**src/rtl/isc_pkg.sv**
```systemverilog
package isc_pkg;
  typedef enum logic [3:0] {
    TLR, RTI, SEL_DR, CAP_DR, SH_DR, EX1_DR, PA_DR, EX2_DR, UPD_DR,
    SEL_IR, CAP_IR, SH_IR, EX1_IR, PA_IR, EX2_IR, UPD_IR
  } tap_st_e;

  localparam logic [7:0] OP_IDCODE = 8'hFE;
  localparam logic [7:0] OP_MFG    = 8'h4C;
  localparam logic [7:0] OP_CFG    = 8'h07;
  localparam logic [7:0] OP_EN     = 8'h0C;
  localparam logic [7:0] OP_DIS    = 8'h0F;
  localparam logic [7:0] OP_NOP    = 8'h10;
  localparam logic [7:0] OP_ADDR   = 8'h11;
  localparam logic [7:0] OP_CLR    = 8'h13;
  localparam logic [7:0] OP_PROG   = 8'h20;
  localparam logic [7:0] OP_PSEC   = 8'h22;
  localparam logic [7:0] OP_PUC    = 8'h23;
  localparam logic [7:0] OP_ERASE  = 8'h30;
  localparam logic [7:0] OP_READ   = 8'h50;
  localparam logic [7:0] OP_BLANK  = 8'h60;

  localparam logic [7:0] ADDR_OPT = 8'h50;
  localparam logic [7:0] ADDR_SEC = 8'h80;

  typedef enum logic [1:0] {ERR_NONE = 2'd0, ERR_OPC = 2'd1, ERR_MODE = 2'd2, ERR_TGT = 2'd3} err_e;
  typedef enum logic [1:0] {FOP_PROG, FOP_OPT, FOP_SEC, FOP_ERASE} fop_e;

  function automatic int isc_dr_len(logic [7:0] op);
    case (op)
      OP_IDCODE, OP_MFG: return 32;
      OP_CFG, OP_PROG, OP_PSEC, OP_PUC, OP_ERASE, OP_READ, OP_BLANK: return 64;
      default: return 8;
    endcase
  endfunction

  function automatic logic isc_known(logic [7:0] op);
    case (op)
      OP_IDCODE, OP_MFG, OP_CFG, OP_EN, OP_DIS, OP_NOP, OP_ADDR, OP_CLR,
      OP_PROG, OP_PSEC, OP_PUC, OP_ERASE, OP_READ, OP_BLANK: return 1'b1;
      default: return 1'b0;
    endcase
  endfunction

  // captures that need configuration mode
  function automatic logic isc_cap_gated(logic [7:0] op);
    return (op == OP_CFG) || (op == OP_READ) || (op == OP_BLANK);
  endfunction

  // updates that need configuration mode
  function automatic logic isc_upd_gated(logic [7:0] op);
    return (op == OP_PROG) || (op == OP_PSEC) || (op == OP_PUC) || (op == OP_ERASE);
  endfunction
endpackage

```
**src/rtl/isc_tap_fsm.sv**
```systemverilog
module isc_tap_fsm
  import isc_pkg::*;
(
  input  logic    tck,
  input  logic    trst_n,
  input  logic    tms,
  output tap_st_e st
);
  tap_st_e nxt;

  always_comb begin
    case (st)
      TLR:     nxt = tms ? TLR    : RTI;
      RTI:     nxt = tms ? SEL_DR : RTI;
      SEL_DR:  nxt = tms ? SEL_IR : CAP_DR;
      CAP_DR:  nxt = tms ? EX1_DR : SH_DR;
      SH_DR:   nxt = tms ? EX1_DR : SH_DR;
      EX1_DR:  nxt = tms ? UPD_DR : PA_DR;
      PA_DR:   nxt = tms ? EX2_DR : PA_DR;
      EX2_DR:  nxt = tms ? UPD_DR : SH_DR;
      UPD_DR:  nxt = tms ? SEL_DR : RTI;
      SEL_IR:  nxt = tms ? TLR    : CAP_IR;
      CAP_IR:  nxt = tms ? EX1_IR : SH_IR;
      SH_IR:   nxt = tms ? EX1_IR : SH_IR;
      EX1_IR:  nxt = tms ? UPD_IR : PA_IR;
      PA_IR:   nxt = tms ? EX2_IR : PA_IR;
      EX2_IR:  nxt = tms ? UPD_IR : SH_IR;
      default: nxt = tms ? SEL_DR : RTI;
    endcase
  end

  always_ff @(posedge tck or negedge trst_n)
    if (!trst_n) st <= TLR;
    else         st <= nxt;
endmodule

```
**src/rtl/isc_shifter.sv**
```systemverilog
module isc_shifter
  import isc_pkg::*;
#(
  parameter int IRW = 8,
  parameter int DRW = 64,
  localparam int LW = $clog2(DRW + 1)
) (
  input  logic           tck,
  input  logic           trst_n,
  input  tap_st_e        st,
  input  logic           tdi,
  input  logic [IRW-1:0] ir_cap,
  input  logic [DRW-1:0] dr_cap,
  input  logic [LW-1:0]  dr_len,
  output logic [IRW-1:0] ir_sr,
  output logic [DRW-1:0] dr_sr,
  output logic           tdo
);
  logic [DRW-1:0] dr_nxt;

  // TDI enters at the top bit of the selected length
  always_comb begin
    dr_nxt = dr_sr >> 1;
    for (int i = 0; i < DRW; i++)
      if (LW'(i) == dr_len - LW'(1)) dr_nxt[i] = tdi;
  end

  always_ff @(posedge tck or negedge trst_n) begin
    if (!trst_n) begin
      ir_sr <= '0;
      dr_sr <= '0;
    end else begin
      if (st == CAP_IR)     ir_sr <= ir_cap;
      else if (st == SH_IR) ir_sr <= {tdi, ir_sr[IRW-1:1]};
      if (st == CAP_DR)     dr_sr <= dr_cap;
      else if (st == SH_DR) dr_sr <= dr_nxt;
    end
  end

  assign tdo = (st == SH_IR) ? ir_sr[0] : dr_sr[0];
endmodule

```
**src/rtl/isc_flash_model.sv**
```systemverilog
module isc_flash_model
  import isc_pkg::*;
#(
  parameter int NSEC     = 4,
  parameter int WPS      = 4,
  parameter int BUSY_CYC = 100,
  localparam int SW = (NSEC > 1) ? $clog2(NSEC) : 1,
  localparam int WW = (WPS > 1) ? $clog2(WPS) : 1,
  localparam int CW = $clog2(BUSY_CYC + 1)
) (
  input  logic            tck,
  input  logic            trst_n,
  input  logic            req_valid,
  output logic            req_ready,
  input  fop_e            req_op,
  input  logic [SW-1:0]   req_sec,
  input  logic [WW-1:0]   req_woff,
  input  logic [63:0]     req_data,
  input  logic [SW-1:0]   rd_sec,
  input  logic [WW-1:0]   rd_woff,
  output logic [63:0]     rd_data,
  output logic [63:0]     opt_word,
  output logic [NSEC-1:0] nonblank,
  output logic            sec_set
);
  logic [63:0]   mem [NSEC*WPS];
  logic [CW-1:0] cnt;
  logic [63:0]   opt_q;
  logic          sec_q;

  assign req_ready = (cnt == '0);
  assign rd_data   = mem[{rd_sec, rd_woff}];
  assign opt_word  = opt_q;
  assign sec_set   = sec_q;

  always_comb begin
    nonblank = '0;
    for (int s = 0; s < NSEC; s++)
      for (int w = 0; w < WPS; w++)
        if (mem[s*WPS+w] != '1) nonblank[s] = 1'b1;
  end

  always_ff @(posedge tck or negedge trst_n) begin
    if (!trst_n) begin
      cnt   <= '0;
      opt_q <= '0;
      sec_q <= 1'b0;
      for (int i = 0; i < NSEC*WPS; i++) mem[i] <= '1;
    end else begin
      if (cnt != '0) cnt <= cnt - 1'b1;
      if (req_valid && req_ready) begin
        cnt <= CW'(BUSY_CYC);
        case (req_op)
          FOP_PROG:  mem[{req_sec, req_woff}] <= req_data;
          FOP_OPT:   opt_q <= req_data | {1'b1, 63'b0};
          FOP_SEC:   sec_q <= 1'b1;
          default:
            for (int s = 0; s < NSEC; s++)
              if (req_data[s] && !opt_q[s])
                for (int w = 0; w < WPS; w++) mem[s*WPS+w] <= '1;
        endcase
      end
    end
  end


  busy_after_accept_chk: assert property (@(posedge tck) disable iff (!trst_n)
    (req_valid && req_ready) |=> !req_ready);


  no_protected_write_chk: assert property (@(posedge tck) disable iff (!trst_n)
    (req_valid && req_ready && req_op == FOP_PROG) |-> !opt_q[req_sec]);
endmodule

```
**src/rtl/isc_flash_cmd.sv**
```systemverilog
module isc_flash_cmd
  import isc_pkg::*;
#(
  parameter int          NSEC     = 4,
  parameter int          WPS      = 4,
  parameter int          BUSY_CYC = 100,
  parameter logic [31:0] IDCODE   = 32'h4A3C_9E11,
  parameter logic [31:0] MFG_CODE = 32'h0000_0B17
) (
  input  logic tck,
  input  logic trst_n,
  input  logic tms,
  input  logic tdi,
  output logic tdo
);
  localparam int SW  = (NSEC > 1) ? $clog2(NSEC) : 1;
  localparam int WW  = (WPS > 1) ? $clog2(WPS) : 1;
  localparam int DRW = 64;
  localparam int LW  = $clog2(DRW + 1);

  tap_st_e        tap_st;
  logic [7:0]     ir_sr, ir_q, addr_q;
  logic [DRW-1:0] dr_sr, dr_cap;
  logic [LW-1:0]  dr_len;
  logic           mode_q, tgt_ok;
  err_e           err_q;
  logic [WW-1:0]  woff_q;
  logic [7:0]     status;

  logic            req_valid, req_ready, sec_set;
  fop_e            req_op;
  logic [63:0]     rd_data, opt_word;
  logic [NSEC-1:0] nonblank;

  isc_tap_fsm u_fsm (.tck(tck), .trst_n(trst_n), .tms(tms), .st(tap_st));

  isc_shifter #(.IRW(8), .DRW(DRW)) u_shift (
    .tck(tck), .trst_n(trst_n), .st(tap_st), .tdi(tdi),
    .ir_cap(8'h01), .dr_cap(dr_cap), .dr_len(dr_len),
    .ir_sr(ir_sr), .dr_sr(dr_sr), .tdo(tdo)
  );

  isc_flash_model #(.NSEC(NSEC), .WPS(WPS), .BUSY_CYC(BUSY_CYC)) u_array (
    .tck(tck), .trst_n(trst_n),
    .req_valid(req_valid), .req_ready(req_ready), .req_op(req_op),
    .req_sec(addr_q[SW-1:0]), .req_woff(woff_q), .req_data(dr_sr),
    .rd_sec(addr_q[SW-1:0]), .rd_woff(woff_q), .rd_data(rd_data),
    .opt_word(opt_word), .nonblank(nonblank), .sec_set(sec_set)
  );

  assign status = {1'b0, sec_set, 2'b00, mode_q, req_ready, err_q};
  assign dr_len = LW'(isc_dr_len(ir_q));

  always_comb begin
    case (ir_q)
      OP_IDCODE: dr_cap = 64'(IDCODE);
      OP_MFG:    dr_cap = 64'(MFG_CODE);
      OP_CFG:    dr_cap = mode_q ? opt_word : '0;
      OP_READ:   dr_cap = mode_q ? rd_data : '0;
      OP_BLANK:  dr_cap = mode_q ? 64'(nonblank) : '0;
      default:   dr_cap = 64'(status);
    endcase
  end

  // command decode toward the array
  always_comb begin
    req_op = FOP_PROG;
    tgt_ok = 1'b0;
    case (ir_q)
      OP_PROG, OP_PUC: begin
        if (addr_q == ADDR_OPT) begin
          req_op = FOP_OPT;
          tgt_ok = 1'b1;
        end else if (addr_q == ADDR_SEC) begin
          req_op = FOP_SEC;
          tgt_ok = 1'b1;
        end else if (addr_q < 8'(NSEC)) begin
          tgt_ok = !opt_word[addr_q[SW-1:0]];
        end
      end
      OP_PSEC: begin
        req_op = FOP_SEC;
        tgt_ok = 1'b1;
      end
      OP_ERASE: begin
        req_op = FOP_ERASE;
        tgt_ok = 1'b1;
      end
      default: ;
    endcase
  end

  assign req_valid = (tap_st == UPD_DR) && mode_q && tgt_ok;

  always_ff @(posedge tck or negedge trst_n) begin
    if (!trst_n) begin
      ir_q   <= OP_IDCODE;
      mode_q <= 1'b0;
      err_q  <= ERR_NONE;
      addr_q <= '0;
      woff_q <= '0;
    end else begin
      case (tap_st)
        TLR: begin
          ir_q   <= OP_IDCODE;
          mode_q <= 1'b0;
        end
        UPD_IR: begin
          ir_q <= ir_sr;
          if (ir_sr == OP_EN)        mode_q <= 1'b1;
          else if (ir_sr == OP_DIS)  mode_q <= 1'b0;
          else if (ir_sr == OP_CLR)  err_q  <= ERR_NONE;
          else if (!isc_known(ir_sr)) err_q <= ERR_OPC;
        end
        CAP_DR: begin
          if (isc_cap_gated(ir_q)) begin
            if (!mode_q)              err_q  <= ERR_MODE;
            else if (ir_q == OP_READ) woff_q <= woff_q + 1'b1;
          end
        end
        UPD_DR: begin
          if (ir_q == OP_ADDR) begin
            addr_q <= dr_sr[7:0];
            woff_q <= '0;
          end else if (isc_upd_gated(ir_q)) begin
            if (!mode_q)      err_q <= ERR_MODE;
            else if (!tgt_ok) err_q <= ERR_TGT;
            else if (req_ready && req_op == FOP_PROG) woff_q <= woff_q + 1'b1;
          end
        end
        default: ;
      endcase
    end
  end


  tlr_reset_chk: assert property (@(posedge tck) disable iff (!trst_n)
    (tap_st == TLR) |=> (ir_q == OP_IDCODE && !mode_q));


  bad_opcode_chk: assert property (@(posedge tck) disable iff (!trst_n)
    (tap_st == UPD_IR && !isc_known(ir_sr)) |=> (err_q == ERR_OPC));


  offset_advance_chk: assert property (@(posedge tck) disable iff (!trst_n)
    (req_valid && req_ready && req_op == FOP_PROG) |=> (woff_q == $past(woff_q) + WW'(1)));
endmodule

```
**config.mk**
```make
export PLATFORM = sky130hd
export DESIGN_NAME = isc_flash_cmd
export DESIGN_NICKNAME = d
export VERILOG_FILES = /design/src/rtl/isc_pkg.sv /design/src/rtl/isc_tap_fsm.sv /design/src/rtl/isc_shifter.sv /design/src/rtl/isc_flash_model.sv /design/src/rtl/isc_flash_cmd.sv
export SDC_FILE = /design/constraint.sdc
export NUM_CORES = 2
export LEC_CHECK = 0
export CORE_ASPECT_RATIO = 0.8
export CORE_MARGIN = 4
export CORE_UTILIZATION = 45
export DETAILED_ROUTE_END_ITERATION = 12
export DONT_BUFFER_PORTS = 1
export MAX_ROUTING_LAYER = met4
export SYNTH_ARGS = -nofsm -noshare
export SYNTH_HDL_FRONTEND = slang
export SYNTH_HIERARCHICAL = 1
export SYNTH_SLANG_ARGS = --single-unit
```
**constraint.sdc**
```tcl
create_clock -name tck -period 3.9 [get_ports tck]
set_input_delay 0.585 -clock tck [delete_from_list [all_inputs] [get_ports tck]]
set_output_delay 0.585 -clock tck [all_outputs]
set_load 0.1 [all_outputs]
```
---- Yosys cells after proc, flatten, opt, wreduce, memory -nomap -nowiden ----
Index checks and enable logic that the tools add are counted.
word-level totals
  bits in registers ....................... 1,193
  output and inout bits ................... 1
  input port bits ......................... 4
  logic and storage cells ................. 378
cells by class
  reductions and logical operators ........ 52
  muxes and demuxes ....................... 154
  $add $sub $neg .......................... 3
  bitwise logic cells ..................... 2
  order comparisons ....................... 4
  eq/ne operators ......................... 136
operators with widths
  cell                                                             count
  1024-bit one-hot mux with 2 select lines                         1
  1024-bit bitwise mux                                             1
  256-bit 2-to-1 mux                                               4
  64-bit inequality test, second input constant                    16
  64-bit 2-to-1 mux                                                7
  64-bit one-hot mux with 5 select lines                           1
  64-bit binary-select mux with 4-bit select                       1
  64-bit demux with 4-bit select                                   1
  6-bit by 7-bit == test with 1-bit output, first input constant   32
  5-bit by 7-bit == test with 1-bit output, first input constant   16
  1-bit 2-to-1 mux                                                 95
  8-bit by 6-bit == test with 1-bit output, second input constant  8
  4-bit by 7-bit == test with 1-bit output, first input constant   8
  8-bit by 7-bit == test with 1-bit output, second input constant  7
  2-bit 2-to-1 mux                                                 23
  4-bit one-hot mux with 11 select lines                           1
  4-bit == test, second input constant                             8
  8-bit by 5-bit == test with 1-bit output, second input constant  4
  3-bit by 7-bit == test with 1-bit output, first input constant   4
  8-bit == test, second input constant                             3
  4-bit 2-to-1 mux                                                 5
  2-bit nonzero test                                               9
  4-bit by 3-bit == test with 1-bit output, second input constant  4
  8-bit by 3-bit == test with 1-bit output, second input constant  2
  other kinds (43)                                                 90

---- Logic depth before layout (Yosys ltp) ----
  depth after elaboration ................. 12
  depth in mapped cells ................... 15
  mapped depth without buffers ............ 10

---- Cells and area by module ----
The synthesis kept the hierarchy.
by module, submodules not included
  module           area an instance (µm²)  cells an instance  seq. area each (µm²)  instances
  isc_flash_model  52,861.9                4,708              28,707.5              1
  isc_shifter      5,058.6                 546                1,801.7               1
  isc_flash_cmd    2,297.2                 306                534.3                 1
  isc_tap_fsm      296.5                   35                 100.1                 1

---- Least setup slack after synthesis ----
OpenSTA, ideal clock, no wires.
  path kind ............................... reg2reg
  start point ............................. reg addr_q[0]
  end point ............................... reg u_array/mem[727] (netlist name)
  data arrival time ....................... 3.131 ns
  required time ........................... 3.815 ns
  library setup time ...................... 0.085 ns
  setup slack ............................. 0.685 ns
  clock period less this slack ............ 3.215 ns
  stages on the path, launching flop included .. 10
  path buffers ............................ 2
  path through ............................ dfrtp_1 mux4_2 nor2b_1 o21ai_0 a211oi_1 nand4_1 nor4_1 clkbuf_1 buf_2 a21oi_1
between the ends
  word-level cells in the longest chain between the ends .. 10
  elaborated cells between the ends (all ways) .. 30
  those cells by class .................... order compare (3); eq/ne (4); mux (13); bitwise (2); reduce/logical (8)
ends and longest elaborated chain
  element                                                                                        RTL line               source
  from (decl)                                                                                    isc_flash_cmd.sv:22    logic [7:0] ir_sr, ir_q, addr_q;
  from (signal assigned)                                                                         isc_flash_cmd.sv:123   addr_q <= dr_sr[7:0];
  branches (longest 5 deep; another with 8-bit by 3-bit less-than comparator with 1-bit output)  n/a
  1-bit 2-to-1 mux (*)                                                                           isc_flash_cmd.sv:71    if (addr_q == ADDR_OPT) begin
  1-bit one-hot mux with 2 select lines (*)                                                      isc_flash_cmd.sv:69    case (ir_q)
  1-bit logical AND (*)                                                                          isc_flash_cmd.sv:93    assign req_valid = (tap_st == UPD_DR) && mode_q && tgt_ok;
  via req_valid                                                                                  isc_flash_cmd.sv:30    logic req_valid, req_ready, sec_set;
  1-bit logical AND (*)                                                                          isc_flash_model.sv:51  if (req_valid && req_ready) begin
  3-bit AND reduction (no line) (*)                                                              n/a
  to (signal, indexed assignment)                                                                isc_flash_model.sv:54  FOP_PROG: mem[{req_sec, req_woff}] <= req_data;
  to (decl)                                                                                      isc_flash_model.sv:26  logic [63:0] mem [NSEC*WPS];
Mark *: on every way through the listed nets, which the timed path passes. The select of a mux whose other input is x is not followed.
A chain may end at the register's enable or synchronous reset.

---- Worst setup path after layout ----
  start point ............................. reg addr_q[2]
  end point ............................... reg u_array/mem[309] (netlist name)
between the ends
  word-level cells in the longest chain between the ends .. 8
  elaborated cells between the ends (all ways) .. 20
  those cells by class .................... order compare (1); eq/ne (4); mux (8); bitwise (1); reduce/logical (6)
ends and longest elaborated chain
  element                                                                           RTL line               source
  8-bit == test                                                                     isc_flash_cmd.sv:74    end else if (addr_q == ADDR_SEC) begin
  2-bit 2-to-1 mux                                                                  isc_flash_cmd.sv:74
  2-bit 2-to-1 mux (*)                                                              isc_flash_cmd.sv:71
  2-bit one-hot mux with 3 select lines (*)                                         isc_flash_cmd.sv:69
  via req_op[1]                                                                     isc_flash_cmd.sv:31    fop_e req_op;
  2-bit by 1-bit == test with 1-bit output / 2-bit == test (equally long branches)  isc_flash_model.sv:53  case (req_op)
  2-bit OR reduction (no line)                                                      n/a
  1-bit NOT (no line)                                                               n/a
  3-bit AND reduction (no line)                                                     n/a
The timed path passes the listed nets; every way through them passes the cells marked *.

==> run summary <==
For this design, the sink count on the clock tree is 1193. The number of gates resized after CTS was 0. Setup repair after global routing left no endpoint under its margin. The worst pin sits at a relative slew slack of -45.4%. After legalization and detailed placement, the total HPWL measured 130 mm. The filler-free cell count of the finished design came out at 7297. The number of buffers inserted during clock tree synthesis is 121. The power consumption is 32.3 mW. After floorplanning, the core was divided into 120 placement rows. The number of hold violations in the final report is 0. The fraction of synthesized area in multiplexers is 13.6%. The overall track demand over capacity in global routing came out at 30.2%. The critical path class is reg2reg. The most used flip-flop cell after synthesis is sky130_fd_sc_hd__dfstp_2. The depth of the CTS H-tree is 3. Once placement finished, the instance area stood at 63500 µm². In this run the horizontal extent of the chip is 418 µm. The initial antenna violation count came out at 1. The number of synthesized flops with an enable pin is 0. The critical path arrival came out at 4.02 ns. The number of buffers added to fix hold violations after cts came out at 3.

The final routed wirelength across all metal layers is 209 mm. STA classifies the critical path startpoint as a register. The total standard cell area after synthesis came out at 60500 µm². After synthesis, the mean cell area works out to 10.8 µm².

The number of detailed-route iterations in the first pass came out at 6. The overall die area came out at 140000 µm². The via count normalized by instance count is 6.88. The pin count of the biggest net entering global routing came out at 275. The effective utilization at floorplan is 45.3%.

The synthesized-area fraction occupied by adder cells came out at 0.0827%. Of the post-synthesis cell area, the dominant cell type holds 44.8%. The count of buffers inserted at the top-level ports came out at 0. For this run the aggregate overflow at the end of global routing stands at 0.

The source-to-sink clock delay at the later pin of the worst-skew pair is 0.76 ns. The parity-gate share of the synthesized area counting xor and xnor cells came out at 0.101%. The utilization after layout is 50.9%. The total placed cells including tap cells came out at 7066.

With fillers left out, the area of the finished cells amounts to 68000 µm². The via count of the first global-routing pass is 48400. The upper clock frequency limit came out at 297 MHz.

Of the cells placed in the final design, the portion with a size suffix greater than 1 is 35.1%. The worst setup path is captured at a register. Clock-pin slew was measured on the worst setup and hold paths at 0.07 ns. The slew of the pin with the lowest slew margin is 2.15 ns. The static power due to leakage came out at 24.2 nW. The vertical extent of the die came out at 336 µm. After detailed routing, the average wire length per cell comes to 28.6 µm. During synthesis, Yosys emitted a total of 6 warnings. The maximum fanout along the worst path is 65. The part of the Yosys area used for sequential elements came out at 51.5%. The area share of and/or/nand/nor cells after synthesis is 9.07%. The number of placed I/O pins is 5.

On the final layout, the worst clock skew is 0.0261 ns. The number of instances in the synthesized netlist came out at 5595. The layout-stage area growth over the synthesis result is 12.3%.

The checks that failed: max-slew violations. The remaining antenna violation count after routing came out at 0. The buffer depth of the longest clock path is 3. In this run, synthesis produced a sequential element count of 1193. The number of max-cap violations came out at 0. The placeable core region is 134000 µm². The first routing iteration left 7457 violations. The tightest min-delay check is of the in2reg type.

The fraction of the mapped netlist area in compound gates came out at 21.5%. The least setup slack across all paths after layout is 0.534 ns. The required time of the worst setup path is 4.55 ns. The number of post-CTS setup repair buffers is 0. The maximum vdd drop came out at 467 µV. Ranked by total cell area, the synthesized netlist is headed by sky130_fd_sc_hd__dfstp_2 45%, sky130_fd_sc_hd__a21oi_1 17%, sky130_fd_sc_hd__mux4_2 12%.

The number of pins exceeding their max-slew limit in the final report was 16. The flow ran to the end, but the final reports show violations. The post-place setup slack came out at 0.334 ns. sky130_fd_sc_hd__dfstp_2 takes more of the synthesized area than any other cell. The post-synthesis cell type count came out at 81.

The root cell of the clock tree is sky130_fd_sc_hd__clkbuf_16. Final hold analysis gives a worst-case slack of 0.0656 ns. The setup slack of the most critical reg-to-reg path came out at 0.53 ns. The first-pass GRT wire length is 319 mm. By area, the combinational part of the netlist is dominated by compound AO/OA/AOI/OAI gates. The congestion estimate from routability-driven global placement came to 0.913.

Detailed routing inserted a total of 50200 vias. The number of nets in the final layout came out at 5432. TritonCTS built the clock tree. The power per standard cell area came out at 476 nW/µm².

The share of flip-flops with an asynchronous set or reset after synthesis came out at 100%. For this run, design rule violations remaining after detail routing come to 0. The shortest period the worst path allows came out at 3.37 ns. The final setup violation count came out at 0. The final total negative setup slack came out at 0 ns. In the finished design, the share of the clock period the worst path needs comes to 86.3%.
worst paths after layout:
check | cells past startpoint | to | from
hold reg to reg | 1 | u_array/sec_set | u_array/sec_set
hold / removal | 2 | u_fsm/st[0] | tms
setup / recovery | 12 | u_array/mem[309] | addr_q[2]
setup reg to reg | 12 | u_array/mem[309] | addr_q[2]
min in group asynchronous | 1 | u_array/mem[865] | trst_n
max in group asynchronous | 4 | u_array/mem[720] | trst_n
cell usage after synthesis (all sizes together), types with 10 or more instances:
master	n
a22oi	61
o21ai	95
buf	264
o22ai	18
nand3	24
nand4	281
mux2	76
a21o	12
mux4	321
a211oi	65
dfrtp	162
inv	13
nand2b	89
o221ai	30
mux2i	14
o41ai	12
a21oi	2075
a31oi	27
nor4	73
nor2b	10
dfstp	1031
nand2	43
clkbuf	277
nor2	329
nor3	22
or3	44
cell usage in the layout, fill, tap and decap left out, drive strengths merged, types with 9 or more instances in the layout:
| cell type | n |
|---|---|
| a21o | 12 |
| nor4 | 73 |
| buf | 215 |
| o22ai | 18 |
| nand4 | 281 |
| a21oi | 2075 |
| a21boi | 9 |
| clkbuf | 171 |
| nor2b | 10 |
| inv | 18 |
| o41ai | 12 |
| conb | 31 |
| nand3 | 24 |
| mux2 | 76 |
| bufinv | 18 |
| o221ai | 30 |
| nor2 | 329 |
| or3 | 44 |
| a22oi | 61 |
| a31oi | 27 |
| nand2b | 89 |
| a211oi | 65 |
| mux2i | 14 |
| clkinv | 27 |
| nor3 | 22 |
| dfrtp | 162 |
| nand2 | 43 |
| o21ai | 95 |
| mux4 | 321 |
| dfstp | 1031 |
layer usage:
| metal | track usage, % | vias up | share of wire (%) |
|---|---|---|---|
| met3 | 6.60 | 416 | 11 |
| met5 | - | - | 0 |
| met4 | 8.11 | 0 | 2.7 |
| met1 | 45.2 | 25900 | 43 |
| met2 | 41.3 | 2945 | 43 |
| li1 | - | 21000 | - |
sequential cells by signal, indices dropped and copies added (netlist names):
register          cells
addr_q                8
err_q                 2
ir_q                  8
mode_q                1
u_array/cnt           7
u_array/mem        1024
u_array/opt_word     64
u_array/sec_set       1
u_fsm/st              4
u_shift/dr_sr        64
u_shift/ir_sr         8
woff_q                2
worst max-delay path: stages, from the launching register on:
cell	delay, ns
sky130_fd_sc_hd__dfrtp_1	0.40
sky130_fd_sc_hd__nor4_1	0.31
sky130_fd_sc_hd__and4b_1	0.27
sky130_fd_sc_hd__a41oi_1	0.08
sky130_fd_sc_hd__nor2_1	0.18
sky130_fd_sc_hd__inv_1	0.08
sky130_fd_sc_hd__ha_2	0.28
sky130_fd_sc_hd__nor2_1	0.11
sky130_fd_sc_hd__and4_4	0.28
sky130_fd_sc_hd__buf_12	0.17
sky130_fd_sc_hd__and3_4	0.49
sky130_fd_sc_hd__buf_12	0.40
sky130_fd_sc_hd__a21oi_1	0.14
cell families after synthesis:
family                   Yosys count
AO/OA/AOI/OAI                   2437
other                              2
buffers and inverters            554
XOR/XNOR                           7
flip-flops                      1193
adder cells (fa/ha/maj)            4
AND/OR/NAND/NOR                  987
multiplexers                     411
final cells by class:
class                      instances  area [µm²]
timing repair buffer             218        2890
sequential                      1193       31200
inverter                          13        48.8
clock inverter                    53         747
antenna                            3        7.51
fill                           11800       65700
clock buffer                     171        3640
multi-input combinational       3877       27300
tap                             1769        2210
power by group:
| group | internal, mW | switching, mW |
|---|---|---|
| clock | 7.66 | 5.20 |
| sequential | 12.9 | 0.670 |
| combinational | 1.72 | 4.20 |
No activity file was read; power rests on OpenSTA's default activity.
